--- src/rtl/cvt_pkg.sv ---
package cvt_pkg;
  localparam int ACT_W       = 320;
  localparam int ACT_H       = 240;
  localparam int X_W         = 9;
  localparam int Y_W         = 8;
  localparam int HSYNC_SLOTS = 38;
  localparam int TICK_SLOTS  = 2;
  localparam int VSYNC_LINES = 3;
  localparam int VIS_BEGIN   = 84;

  function automatic int line_slots(input bit m625);
    return m625 ? 512 : 508;
  endfunction

  function automatic int vis_end(input bit m625);
    return m625 ? 500 : 488;
  endfunction

  function automatic int field_lines(input bit m625, input bit second);
    if (m625) return second ? 312 : 313;
    return second ? 262 : 263;
  endfunction

  function automatic int vblank_lines(input bit m625);
    return m625 ? 25 : 21;
  endfunction

  function automatic int act_col0(input bit m625);
    return (VIS_BEGIN + vis_end(m625) - ACT_W) / 2;
  endfunction

  function automatic int act_row0(input bit m625);
    return vblank_lines(m625) + (field_lines(m625, 1'b1) - vblank_lines(m625) - ACT_H) / 2;
  endfunction
endpackage

--- src/rtl/cvt_prescale.sv ---
module cvt_prescale #(
  parameter int DIV = 2
) (
  input  logic clk,
  input  logic rst_n,
  output logic stb
);
  generate
    if (DIV <= 1) begin : g_pass
      assign stb = 1'b1;
    end else begin : g_div
      localparam int CW = $clog2(DIV);
      localparam logic [CW-1:0] LAST = CW'(DIV - 1);
      logic [CW-1:0] cnt_q, cnt_d;

      assign stb = (cnt_q == LAST);

      always_comb begin
        cnt_d = stb ? '0 : cnt_q + 1'b1;
      end

      always_ff @(posedge clk or negedge rst_n) begin
        if (!rst_n) cnt_q <= '0;
        else        cnt_q <= cnt_d;
      end
    end
  endgenerate
endmodule

--- src/rtl/cvt_hcount.sv ---
module cvt_hcount
  import cvt_pkg::*;
#(
  parameter bit LINES_625 = 1'b0
) (
  input  logic clk,
  input  logic rst_n,
  input  logic stb,
  output logic line_end,
  output logic first_tick,
  output logic hsync_n,
  output logic h_act
);
  localparam int HT = line_slots(LINES_625);
  localparam int HW = $clog2(HT);
  localparam int AC = act_col0(LINES_625);
  localparam logic [HW-1:0] H_LAST   = HW'(HT - 1);
  localparam logic [HW-1:0] SYNC_END = HW'(HSYNC_SLOTS);
  localparam logic [HW-1:0] TICK_END = HW'(TICK_SLOTS);
  localparam logic [HW-1:0] A_BEG    = HW'(AC);
  localparam logic [HW-1:0] A_END    = HW'(AC + ACT_W);

  logic [HW-1:0] h_q, h_d;

  always_comb begin
    h_d = (h_q == H_LAST) ? '0 : h_q + 1'b1;
  end

  always_ff @(posedge clk or negedge rst_n) begin
    if (!rst_n)   h_q <= '0;
    else if (stb) h_q <= h_d;
  end

  assign line_end   = stb && (h_q == H_LAST);
  assign first_tick = (h_q < TICK_END);
  assign hsync_n    = !(h_q < SYNC_END);
  assign h_act      = (h_q >= A_BEG) && (h_q < A_END);


  slot_hold_chk: assert property (@(posedge clk) disable iff (!rst_n)
    !stb |=> $stable(h_q));

  line_wrap_chk: assert property (@(posedge clk) disable iff (!rst_n)
    line_end |=> (h_q == '0));
endmodule

--- src/rtl/cvt_vcount.sv ---
module cvt_vcount
  import cvt_pkg::*;
#(
  parameter bit LINES_625 = 1'b0
) (
  input  logic clk,
  input  logic rst_n,
  input  logic line_end,
  output logic field_end,
  output logic first_line,
  output logic vsync_n,
  output logic v_act,
  output logic field_odd
);
  localparam int FL0 = field_lines(LINES_625, 1'b0);
  localparam int FL1 = field_lines(LINES_625, 1'b1);
  localparam int VW  = $clog2(FL0);
  localparam int AR  = act_row0(LINES_625);
  localparam logic [VW-1:0] LAST0    = VW'(FL0 - 1);
  localparam logic [VW-1:0] LAST1    = VW'(FL1 - 1);
  localparam logic [VW-1:0] VS_END   = VW'(VSYNC_LINES);
  localparam logic [VW-1:0] ROW_BEG  = VW'(AR);
  localparam logic [VW-1:0] ROW_END  = VW'(AR + ACT_H);

  logic [VW-1:0] v_q, v_d;
  logic          odd_q, odd_d;
  logic [VW-1:0] last_line;

  assign last_line = odd_q ? LAST1 : LAST0;
  assign field_end = line_end && (v_q == last_line);

  always_comb begin
    v_d   = field_end ? '0 : v_q + 1'b1;
    odd_d = field_end ? !odd_q : odd_q;
  end

  always_ff @(posedge clk or negedge rst_n) begin
    if (!rst_n) begin
      v_q   <= '0;
      odd_q <= 1'b0;
    end else if (line_end) begin
      v_q   <= v_d;
      odd_q <= odd_d;
    end
  end

  assign first_line = (v_q == '0);
  assign vsync_n    = !(v_q < VS_END);
  assign v_act      = (v_q >= ROW_BEG) && (v_q < ROW_END);
  assign field_odd  = odd_q;


  parity_flip_chk: assert property (@(posedge clk) disable iff (!rst_n)
    field_end |=> (field_odd != $past(field_odd)));

  parity_keep_chk: assert property (@(posedge clk) disable iff (!rst_n)
    !field_end |=> $stable(field_odd));
endmodule

--- src/rtl/cvt_coord.sv ---
module cvt_coord
  import cvt_pkg::*;
(
  input  logic           clk,
  input  logic           rst_n,
  input  logic           stb,
  input  logic           line_end,
  input  logic           field_end,
  input  logic           de,
  input  logic           v_act,
  output logic [X_W-1:0] pix_x,
  output logic [Y_W-1:0] pix_y
);
  localparam logic [X_W-1:0] X_MAX = X_W'(ACT_W - 1);
  localparam logic [Y_W-1:0] Y_MAX = Y_W'(ACT_H - 1);

  logic [X_W-1:0] x_q, x_d;
  logic [Y_W-1:0] y_q, y_d;

  always_comb begin
    x_d = (de && (x_q != X_MAX)) ? x_q + 1'b1 : '0;
    if (field_end)                  y_d = '0;
    else if (v_act && (y_q != Y_MAX)) y_d = y_q + 1'b1;
    else                            y_d = y_q;
  end

  always_ff @(posedge clk or negedge rst_n) begin
    if (!rst_n)   x_q <= '0;
    else if (stb) x_q <= x_d;
  end

  always_ff @(posedge clk or negedge rst_n) begin
    if (!rst_n)        y_q <= '0;
    else if (line_end) y_q <= y_d;
  end

  assign pix_x = x_q;
  assign pix_y = y_q;


  x_range_chk: assert property (@(posedge clk) disable iff (!rst_n)
    de |-> (x_q <= X_MAX));

  y_clear_chk: assert property (@(posedge clk) disable iff (!rst_n)
    field_end |=> (y_q == '0));
endmodule

--- src/rtl/cvt_timing_gen.sv ---
module cvt_timing_gen
  import cvt_pkg::*;
#(
  parameter bit LINES_625 = 1'b0,
  parameter int PIX_DIV   = 2
) (
  input  logic           clk,
  input  logic           rst_n,
  output logic           hsync_n,
  output logic           vsync_n,
  output logic           blank,
  output logic           pix_en,
  output logic           field_start,
  output logic           field_odd,
  output logic [X_W-1:0] pix_x,
  output logic [Y_W-1:0] pix_y
);
  logic stb, line_end, first_tick, h_act;
  logic field_end, first_line, v_act;

  cvt_prescale #(.DIV(PIX_DIV)) u_pre (
    .clk(clk), .rst_n(rst_n), .stb(stb)
  );

  cvt_hcount #(.LINES_625(LINES_625)) u_h (
    .clk(clk), .rst_n(rst_n), .stb(stb),
    .line_end(line_end), .first_tick(first_tick),
    .hsync_n(hsync_n), .h_act(h_act)
  );

  cvt_vcount #(.LINES_625(LINES_625)) u_v (
    .clk(clk), .rst_n(rst_n), .line_end(line_end),
    .field_end(field_end), .first_line(first_line),
    .vsync_n(vsync_n), .v_act(v_act), .field_odd(field_odd)
  );

  assign pix_en      = h_act && v_act;
  assign blank       = !pix_en;
  assign field_start = first_line && first_tick;

  cvt_coord u_xy (
    .clk(clk), .rst_n(rst_n), .stb(stb), .line_end(line_end),
    .field_end(field_end), .de(pix_en), .v_act(v_act),
    .pix_x(pix_x), .pix_y(pix_y)
  );


  en_vs_sync_chk: assert property (@(posedge clk) disable iff (!rst_n)
    pix_en |-> (hsync_n && vsync_n));

  start_in_vsync_chk: assert property (@(posedge clk) disable iff (!rst_n)
    field_start |-> !vsync_n);
endmodule

--- config.mk ---
export PLATFORM = sky130hd
export DESIGN_NAME = cvt_timing_gen
export DESIGN_NICKNAME = d
export VERILOG_FILES = /design/src/rtl/cvt_pkg.sv /design/src/rtl/cvt_prescale.sv /design/src/rtl/cvt_hcount.sv /design/src/rtl/cvt_vcount.sv /design/src/rtl/cvt_coord.sv /design/src/rtl/cvt_timing_gen.sv
export SDC_FILE = /design/constraint.sdc
export NUM_CORES = 1
export LEC_CHECK = 0
export CORE_AREA = 8 8 69 71
export CTS_BUF_LIST = sky130_fd_sc_hd__clkbuf_2
export CTS_CLUSTER_DIAMETER = 120
export DETAILED_ROUTE_END_ITERATION = 7
export DIE_AREA = 0 0 77 79
export PLACE_DENSITY = 0.79
export SYNTH_ARGS = -nofsm -noshare
export SYNTH_HDL_FRONTEND = slang
export SYNTH_SLANG_ARGS = --single-unit
--- constraint.sdc ---
create_clock -name clk -period 2.3 [get_ports clk]
set_clock_uncertainty 0.1 [all_clocks]
set_input_delay 0.23 -clock clk [delete_from_list [all_inputs] [get_ports clk]]
set_output_delay 0.23 -clock clk [all_outputs]
set_load 0.01 [all_outputs]
==> After elaboration in Yosys (flattened, before gate mapping) <==
Cells that the tools add are included.
{ "op_classes": {"add_sub_neg": 5, "mul": 0, "n_div": 0, "n_lt_le_gt_ge": 7, "n_eq_ne": 4, "shifts": 0, "mux": 7, "n_bitwise": 0, "reduce_logical": 16} }
{ "ops": {"columns": ["cell", "count"], "rows": [
  ["$add 9x1->9 const B", 3],
  ["$mux 9", 3],
  ["$lt 9x2->1 const B", 2],
  ["$lt 9x9->1 const B", 2],
  ["$mux 8", 2],
  ["$eq 9x9->1", 1],
  ["$eq 9x9->1 const B", 1],
  ["$ge 9x5->1 const B", 1],
  ["$ge 9x7->1 const B", 1],
  ["$logic_not 9->1", 1],
  ["$lt 9x6->1 const B", 1],
  ["$ne 9x9->1 const B", 1],
  ["$add 8x1->8 const B", 1],
  ["$logic_and 1x1->1", 8],
  ["$ne 8x8->1 const B", 1],
  ["$logic_not 1->1", 4],
  ["$reduce_and 2->1", 2],
  ["$mux 2", 1],
  ["$reduce_bool 2->1", 1],
  ["$add 1x1->1 const B", 1],
  ["$mux 1", 1]
]} }
{ "word_totals": {"ff_bits": 37, "latchBits": 0, "ramBits": 0, "romBits": 0, "input_bits": 2, "out_inout_bits": 23, "elab_cells": 45, "memories": 0} }

==> Depth between registers and ports, before layout <==
Gate-level depths: netlist (run 1).
{ "depth": {"ltp_word": 5, "ltp_mapped": 9, "depth_no_buf": 7} }

==> Hierarchy <==
Synthesis (run 1) repeated with hierarchy kept, for this count alone.
{ "unflattened": {"cells_unflattened": 240, "hier_area_um2": 2265.9} }
{ "modules_own_cells": {"columns": ["module", "instances", "cells_per_inst", "area_per_inst_um2", "seq_area_each_um2"], "rows": [
  ["cvt_coord", 1, 105, 994.7, 425.4],
  ["cvt_vcount", 1, 62, 643.1, 250.2],
  ["cvt_hcount", 1, 68, 583.1, 225.2],
  ["cvt_prescale", 1, 2, 28.8, 25.0],
  ["cvt_timing_gen", 1, 3, 16.3, 0.0]
]} }

==> Least setup slack after synthesis (run 1) <==
Ideal clock, no wire load.
{ "synth_timing": {"kind": "register to register", "start": "reg u_v.v_q[1]", "end": "reg u_xy.y_q[5] (netlist: u_xy.pix_y[5])", "setup_time_ns": 0.124, "arrival_time_ns": 1.886, "t_required_ns": 2.076, "path_slack_ns": 0.190, "stages_incl_launch_ff": 10, "path_buffers": 2, "period_less_slack_ns": 2.110, "path_cell_list": "dfrtp_1 > buf_6 > inv_1 > ha_1 > nor3_1 > a2111oi_2 > o311ai_2 > buf_2 > nor2_1 > a211o_1"} }
{ "synth_via": {"elab_chain_len": 5, "word_cells_on_any_way": 9, "classes_between": "2 x order compare; 1 x eq/ne; 1 x mux; 5 x reduce/logical"} }
{ "synth_lines": {"columns": ["item", "line_no", "rtl"], "rows": [
  ["from (decl)", "cvt_vcount.sv:25", "logic [VW-1:0] v_q, v_d;"],
  ["from (signal assigned)", "cvt_vcount.sv:42", "v_q <= v_d;"],
  ["$ge 9x5->1 or $lt 9x9->1 (tied branches)", "cvt_vcount.sv:49", "assign v_act = (v_q >= ROW_BEG) && (v_q < ROW_END);"],
  ["$logic_and 1x1->1", "cvt_vcount.sv:49", null],
  ["$logic_and 1x1->1", "cvt_coord.sv:23", "else if (v_act && (y_q != Y_MAX)) y_d = y_q + 1'b1;"],
  ["$reduce_bool 2->1 (no line)", null, null],
  ["$reduce_and 2->1 (no line)", null, null],
  ["to (signal assigned)", "cvt_coord.sv:34", "else if (line_end) y_q <= y_d;"],
  ["to (decl)", "cvt_coord.sv:18", "logic [Y_W-1:0] y_q, y_d;"]
]} }
Parallel ways exist; a longest one is shown, timed or not.
A chain may end at the register's enable or synchronous reset.

==> Worst setup path in the final report (run 1) <==
{ "layout_timing": {"start": "reg u_v.v_q[1]", "end": "out pix_en"} }
{ "layout_via": {"elab_chain_len": 3, "word_cells_on_any_way": 4, "classes_between": "2 x order compare; 2 x reduce/logical"} }
{ "layout_lines": {"columns": ["item", "line_no", "rtl"], "rows": [
  ["$ge 9x5->1 or $lt 9x9->1 (tied branches)", "cvt_vcount.sv:49", null],
  ["$logic_and 1x1->1 (*)", "cvt_vcount.sv:49", null],
  ["$logic_and 1x1->1 (*)", "cvt_timing_gen.sv:37", "assign pix_en = h_act && v_act;"],
  ["to (decl)", "cvt_timing_gen.sv:12", "output logic pix_en,"]
]} }
Mark *: on every way between the ends. The rest lies on a longest branch, timed or not.

==> impl_metrics.env, run 1 <==
export IMPL_slew_headroom=0.463
export IMPL_critical_path_max_fanout=3
export IMPL_max_cap_violations=0
export IMPL_cts_made_buffers=5
export IMPL_gp_congestion=0.830
export IMPL_viasPerCell=5.99
export IMPL_avgSynthCellArea_um2=9.41
export IMPL_drive_above_1_share=0.245
export IMPL_num_rows=23
export IMPL_period_minus_slack_ns=2.28
export IMPL_hpwlAfterDp_mm=3.20
export IMPL_die_w_um=77
export IMPL_synth_top_cells_by_area="dfrtp_1 (45%), xnor2_1 (3.8%), ha_1 (3.7%)"
export IMPL_dp_cells=302
export IMPL_yosys_area_top_type="dfrtp_1"
export IMPL_rsz0062_at_grt="yes"
export IMPL_instances_no_fill=324
export IMPL_antenna_found_initial=0
export IMPL_synth_edff_count=0
export IMPL_crit_required_ns=1.97
export IMPL_fin_nets=281
export IMPL_crit_path_max_incr_delay_ns=0.45
export IMPL_async_flop_share=1.00
export IMPL_final_cell_mix="dfrtp_1 (35), buf_4 (30), clkdlybuf4s50_1 (19)"
export IMPL_synthFlopType="dfrtp_1"
export IMPL_grt_ovfl_total=0
export IMPL_yosysWarnings=0
export IMPL_netlist_area_leader_share=0.451
export IMPL_firstDrtPassIters=4
export IMPL_r2r_start="u_h.h_q[1]"
export IMPL_path_common_cell="inv_2"
export IMPL_crit_path_top_delay_cell="dfrtp_1"
export IMPL_clock_fmax_mhz=439
export IMPL_ys_ff_latch=37
export IMPL_leakage_nw=1.19
export IMPL_setup_violations_final=0
export IMPL_ant_nets=0
export IMPL_n_fill_cell=259
export IMPL_ir_drop_mv=0.332
export IMPL_drtIter0Drc=192
export IMPL_path_clk_slew_ns=0.21
export IMPL_hold_slack_ns=0.314
export IMPL_first_global_vias=1745
export IMPL_clk_latency_ns=0.40
export IMPL_final_common_cell="dfrtp_1"
export IMPL_syn_inst=218
export IMPL_start_util=0.540
export IMPL_syn_nets=226
export IMPL_cp_start_kind="flip-flop"
export IMPL_hp_class="in2async"
export IMPL_worstMarginPinSlew_ns=0.806
export IMPL_wl_per_cell_um=16.6
export IMPL_seq_area_frac_synth=0.451
export IMPL_end_kind="output pin"
export IMPL_clock_sinks=37
export IMPL_vias=1942
export IMPL_track_usage=0.156
export IMPL_portBuffers=24
export IMPL_power_density_nw_per_um2=431
export IMPL_netlist_area_um2=2050
export IMPL_cts_htree_levels=2
export IMPL_critical_path_arrival_ns=1.95
export IMPL_outcome="completed"
export IMPL_io_pins=25
export IMPL_fp_dieH_um=79
export IMPL_cts_buffer_depth=2
export IMPL_drc=0
export IMPL_drt_total_wl_mm=5.39
export IMPL_grt_max_degree=38
export IMPL_coreArea_um2=3800
export IMPL_path_class="reg2out"
export IMPL_grt_pass1_wl_mm=7.96
export IMPL_maxSlewViolCount=0
export IMPL_yosysUniqueCellTypes=41
export IMPL_root_buffer="clkbuf_2"
export IMPL_syn2layout_area_growth_pct=34.5
export IMPL_die_area_um2=6080
export IMPL_fin_crit_sh=0.990
export IMPL_cts_tree="done"
export IMPL_hold_viol=0
export IMPL_timing_critical_path_cells="inv_2, ha_4, nor3_4, a2111oi_4, or3_4, nand2_4, inv_2, buf_6"
export IMPL_cp_startpoint="u_v.v_q[1]"
export IMPL_insertedDiodeCount=0
-- cell type report --
class | instances | area [um2] | area share
multi-input cells | 158 | 1130 | 0.410
flip-flops and latches | 37 | 928 | 0.337
repair buffers | 58 | 498 | 0.180
clock inverters | 3 | 65.1 | 0.0236
well taps | 50 | 62.6 | 0.0227
inverters | 13 | 48.8 | 0.0177
clock buffers | 5 | 25.0 | 0.00907
-- per-stage QoR --
stage                     total power [mW]  setup TNS (ns)  setup WS, ns  utilization  instance area [um2]
final                                 1.19               0        0.0228        0.726                 2760
after global routing                  1.23          -0.319       -0.0962        0.726                 2760
after CTS                             1.20         -0.0688       -0.0496        0.678                 2570
after detailed placement             0.677               0        0.0503        0.644                 2440
after global placement               0.677               0        0.0652        0.644                 2440
after floorplan                      0.663               0         0.190            -                 2050
-- critical path, delay by kind of cell (launching register included) --
family,cells,cell delay [ns]
and+or+nand+nor,3,0.62
DFF,1,0.45
buffers and inverters,3,0.22
adders and majority gates,1,0.17
AOI/OAI and AO/OA,1,0.07
-- power breakdown --
part	switching, mW	internal (mW)
Clock	0.233	0.291
Combinational	0.0121	0.00169
Sequential	0	0.651
Total	0.245	0.944
-- sequential cells by signal, indices dropped and copies added (netlist names) --
register / flops
u_h.h_q: 9
u_v.field_odd: 1
u_xy.pix_y: 8
u_xy.pix_x: 9
u_pre.stb: 1
u_v.v_q: 9
-- layer usage --
metal,GRT usage,up-vias,wire [um]
li1,-,894,-
met1,0.193,949,2180
met2,0.257,86,2760
met3,0.0463,13,379
met4,0.0453,0,71
met5,0,-,0
-- cell usage after synthesis, drive strengths merged, types with 2 or more instances --
cell type	n
dfrtp	37
nand2	18
nand3	15
nor2	15
o21ai	14
inv	13
nand4	13
xnor2	9
a21oi	8
nor3	8
xor2	7
buf	6
ha	6
and3	5
or3	5
a31oi	4
clkbuf	4
and4	3
o31ai	3
a211o	2
a211oi	2
a21o	2
nor3b	2
nor4b	2
or2	2
or4	2
-- what timing repair did --
item	4_1_cts	5_1_grt
resized for setup	19	23
setup endpoints to repair	4	11
pin swaps	3	7
buffers inserted	1	12
hold endpoints to repair	37	0
hold buffers	1	0
-- cell families (layout without fill, tap and decap cells) --
group,after synthesis,count (layout),synth area share
AND/OR/NAND/NOR,93,93,0.252
AO/OA/AOI/OAI,41,41,0.131
flip-flops,37,37,0.451
buffers and inverters,23,79,0.0500
XOR/XNOR,16,16,0.0683
adder cells (fa/ha/maj),6,6,0.0366
multiplexers,2,2,0.0104
-- worst paths after layout --
check / end / slack, ns / cells past startpoint
worst max-delay path: pix_en / 0.02 / 8
worst min-delay path: u_xy.pix_y[4] / 0.31 / 2
worst max register to register: u_xy.pix_y[7] / 0.08 / 6
worst min register to register: u_v.field_odd / 0.44 / 1
max in group asynchronous: u_v.v_q[7] / 1.24 / 2
min in group clk: u_v.field_odd / 0.44 / 1
Note: power is estimated with default switching activity, not from simulation.
==> inputs of run 2 (changes only) <==
--- a/config.mk
+++ b/config.mk
@@ -7,10 +7,11 @@
 export LEC_CHECK = 0
 export CORE_AREA = 8 8 69 71
 export CTS_BUF_LIST = sky130_fd_sc_hd__clkbuf_2
-export CTS_CLUSTER_DIAMETER = 120
+export CTS_CLUSTER_DIAMETER = 200
 export DETAILED_ROUTE_END_ITERATION = 7
 export DIE_AREA = 0 0 77 79
-export PLACE_DENSITY = 0.79
+export PLACE_DENSITY_LB_ADDON = 0.08
+export SKIP_LAST_GASP = 1
 export SYNTH_ARGS = -nofsm -noshare
 export SYNTH_HDL_FRONTEND = slang
 export SYNTH_SLANG_ARGS = --single-unit
==> impl_metrics.env, run 2 (synthesized netlist as in run 1, its figures left out) <==
export IMPL_maxSlewViolCount=0
export IMPL_outcome="completed"
export IMPL_syn2layout_area_growth_pct=28.6
export IMPL_crit_required_ns=1.97
export IMPL_hpwlAfterDp_mm=3.46
export IMPL_cts_made_buffers=5
export IMPL_grt_ovfl_total=0
export IMPL_max_cap_violations=0
export IMPL_place_area_um2=2460
export IMPL_hold_viol=0
export IMPL_setup_violations_final=0
export IMPL_gp_congestion=0.817
export IMPL_critical_path_max_fanout=3
export IMPL_num_rows=23
export IMPL_final_common_cell="dfrtp_1"
export IMPL_die_area_um2=6080
export IMPL_vias=1851
export IMPL_hp_class="in2async"
export IMPL_fp_dieH_um=79
export IMPL_fin_nets=275
export IMPL_die_w_um=77
export IMPL_viasPerCell=5.82
export IMPL_drt_total_wl_mm=4.99
export IMPL_io_pins=25
export IMPL_final_cell_mix="dfrtp_1 (36), buf_4 (28), clkdlybuf4s50_1 (20)"
export IMPL_portBuffers=24
export IMPL_end_kind="output pin"
export IMPL_final_setup_tns_ns=0
export IMPL_drtIter0Drc=155
export IMPL_drc=0
export IMPL_root_buffer="clkbuf_2"
export IMPL_first_global_vias=1777
export IMPL_worstMarginPinSlew_ns=0.520
export IMPL_coreArea_um2=3800
export IMPL_period_minus_slack_ns=2.28
export IMPL_grt_pass1_wl_mm=8.24
export IMPL_path_class="reg2out"
export IMPL_design_area_um2=2640
export IMPL_ant_nets=0
export IMPL_wl_per_cell_um=15.7
export IMPL_clk_latency_ns=0.39
export IMPL_insertedDiodeCount=0
export IMPL_n_fill_cell=300
export IMPL_power_density_nw_per_um2=407
export IMPL_clock_sinks=37
export IMPL_slew_headroom=0.651
export IMPL_cts_tree="done"
export IMPL_grt_max_degree=38
export IMPL_fin_crit_sh=0.990
export IMPL_critical_path_arrival_ns=1.95
export IMPL_ir_drop_mv=0.353
export IMPL_start_util=0.540
export IMPL_drive_above_1_share=0.209
export IMPL_leakage_nw=1.12
export IMPL_path_clk_slew_ns=0.20
export IMPL_track_usage=0.166
export IMPL_clock_fmax_mhz=439
export IMPL_rsz0062_at_grt="yes"
export IMPL_cts_buffer_depth=2
export IMPL_cts_htree_levels=2
export IMPL_antenna_found_initial=0
export IMPL_firstDrtPassIters=5
export IMPL_cp_start_kind="flip-flop"
[run 2: through the flow]
step | hold WS (ns) | utilization | setup WS, ns | instances | power [mW]
global placement | 0.379 | 0.647 | 0.0551 | 303 | 0.678
detailed placement | 0.397 | 0.647 | -0.0224 | 303 | 0.679
finish | 0.122 | 0.694 | 0.0228 | 318 | 1.07
floorplan | -0.166 | - | 0.190 | 218 | 0.663
global route | 0.158 | 0.694 | -0.0797 | 318 | 1.11
CTS | 0.126 | 0.673 | -0.0461 | 313 | 1.09
[run 2: final timing paths]
path | cells past startpoint | slack (ns) | from | end
worst max-delay path | 7 | 0.02 | u_v.v_q[1] | pix_en
worst min-delay path | 2 | 0.12 | rst_n | u_xy.pix_y[0]
worst max register to register | 8 | 0.09 | u_v.v_q[1] | u_xy.pix_y[7]
worst min register to register | 1 | 0.44 | u_v.field_odd | u_v.field_odd
max in group asynchronous | 2 | 1.63 | rst_n | u_v.v_q[7]
min in group clk | 1 | 0.44 | u_v.field_odd | u_v.field_odd
[run 2: power by group]
| part | internal (mW) | switching [mW] |
|---|---|---|
| sequential | 0.651 | 0 |
| combinational | 0.00259 | 0.0121 |
| clock | 0.186 | 0.222 |
| total | 0.839 | 0.234 |
[run 2: layout make-up]
class	count	area [um2]	area share
clock buffers	6	30.0	0.0114
clock inverters	2	33.8	0.0128
inverters	13	48.8	0.0185
multi-input cells	158	1100	0.416
flip-flops and latches	37	927	0.352
well taps	50	62.6	0.0237
repair buffers	52	438	0.166
[run 2: worst max-delay path: stages (launching register included)]
cell and delay [ns]:
dfrtp_1 0.44, buf_4 0.16, nor3_4 0.21, a2111oi_4 0.07
or3_4 0.41, nand2_2 0.09, inv_1 0.04, buf_2 0.13
[run 2: per-layer routing]
layer  wire (um)  up-vias  part of all wire  global-route usage
met3         320       11             0.064              0.0553
met5           0        -                 0                   0
met2        2480       59              0.50               0.285
li1            -      889                 -                   -
met1        2090      892              0.42               0.189
met4         107        0             0.021              0.0585
[run 2: what timing repair did]
| action | in CTS | in global routing |
|---|---|---|
| setup endpoints to repair | 4 | 10 |
| gates resized for setup | 14 | 14 |
| pin swaps | 2 | 6 |
| hold buffers | 0 | 0 |
| buffers inserted | 2 | 5 |
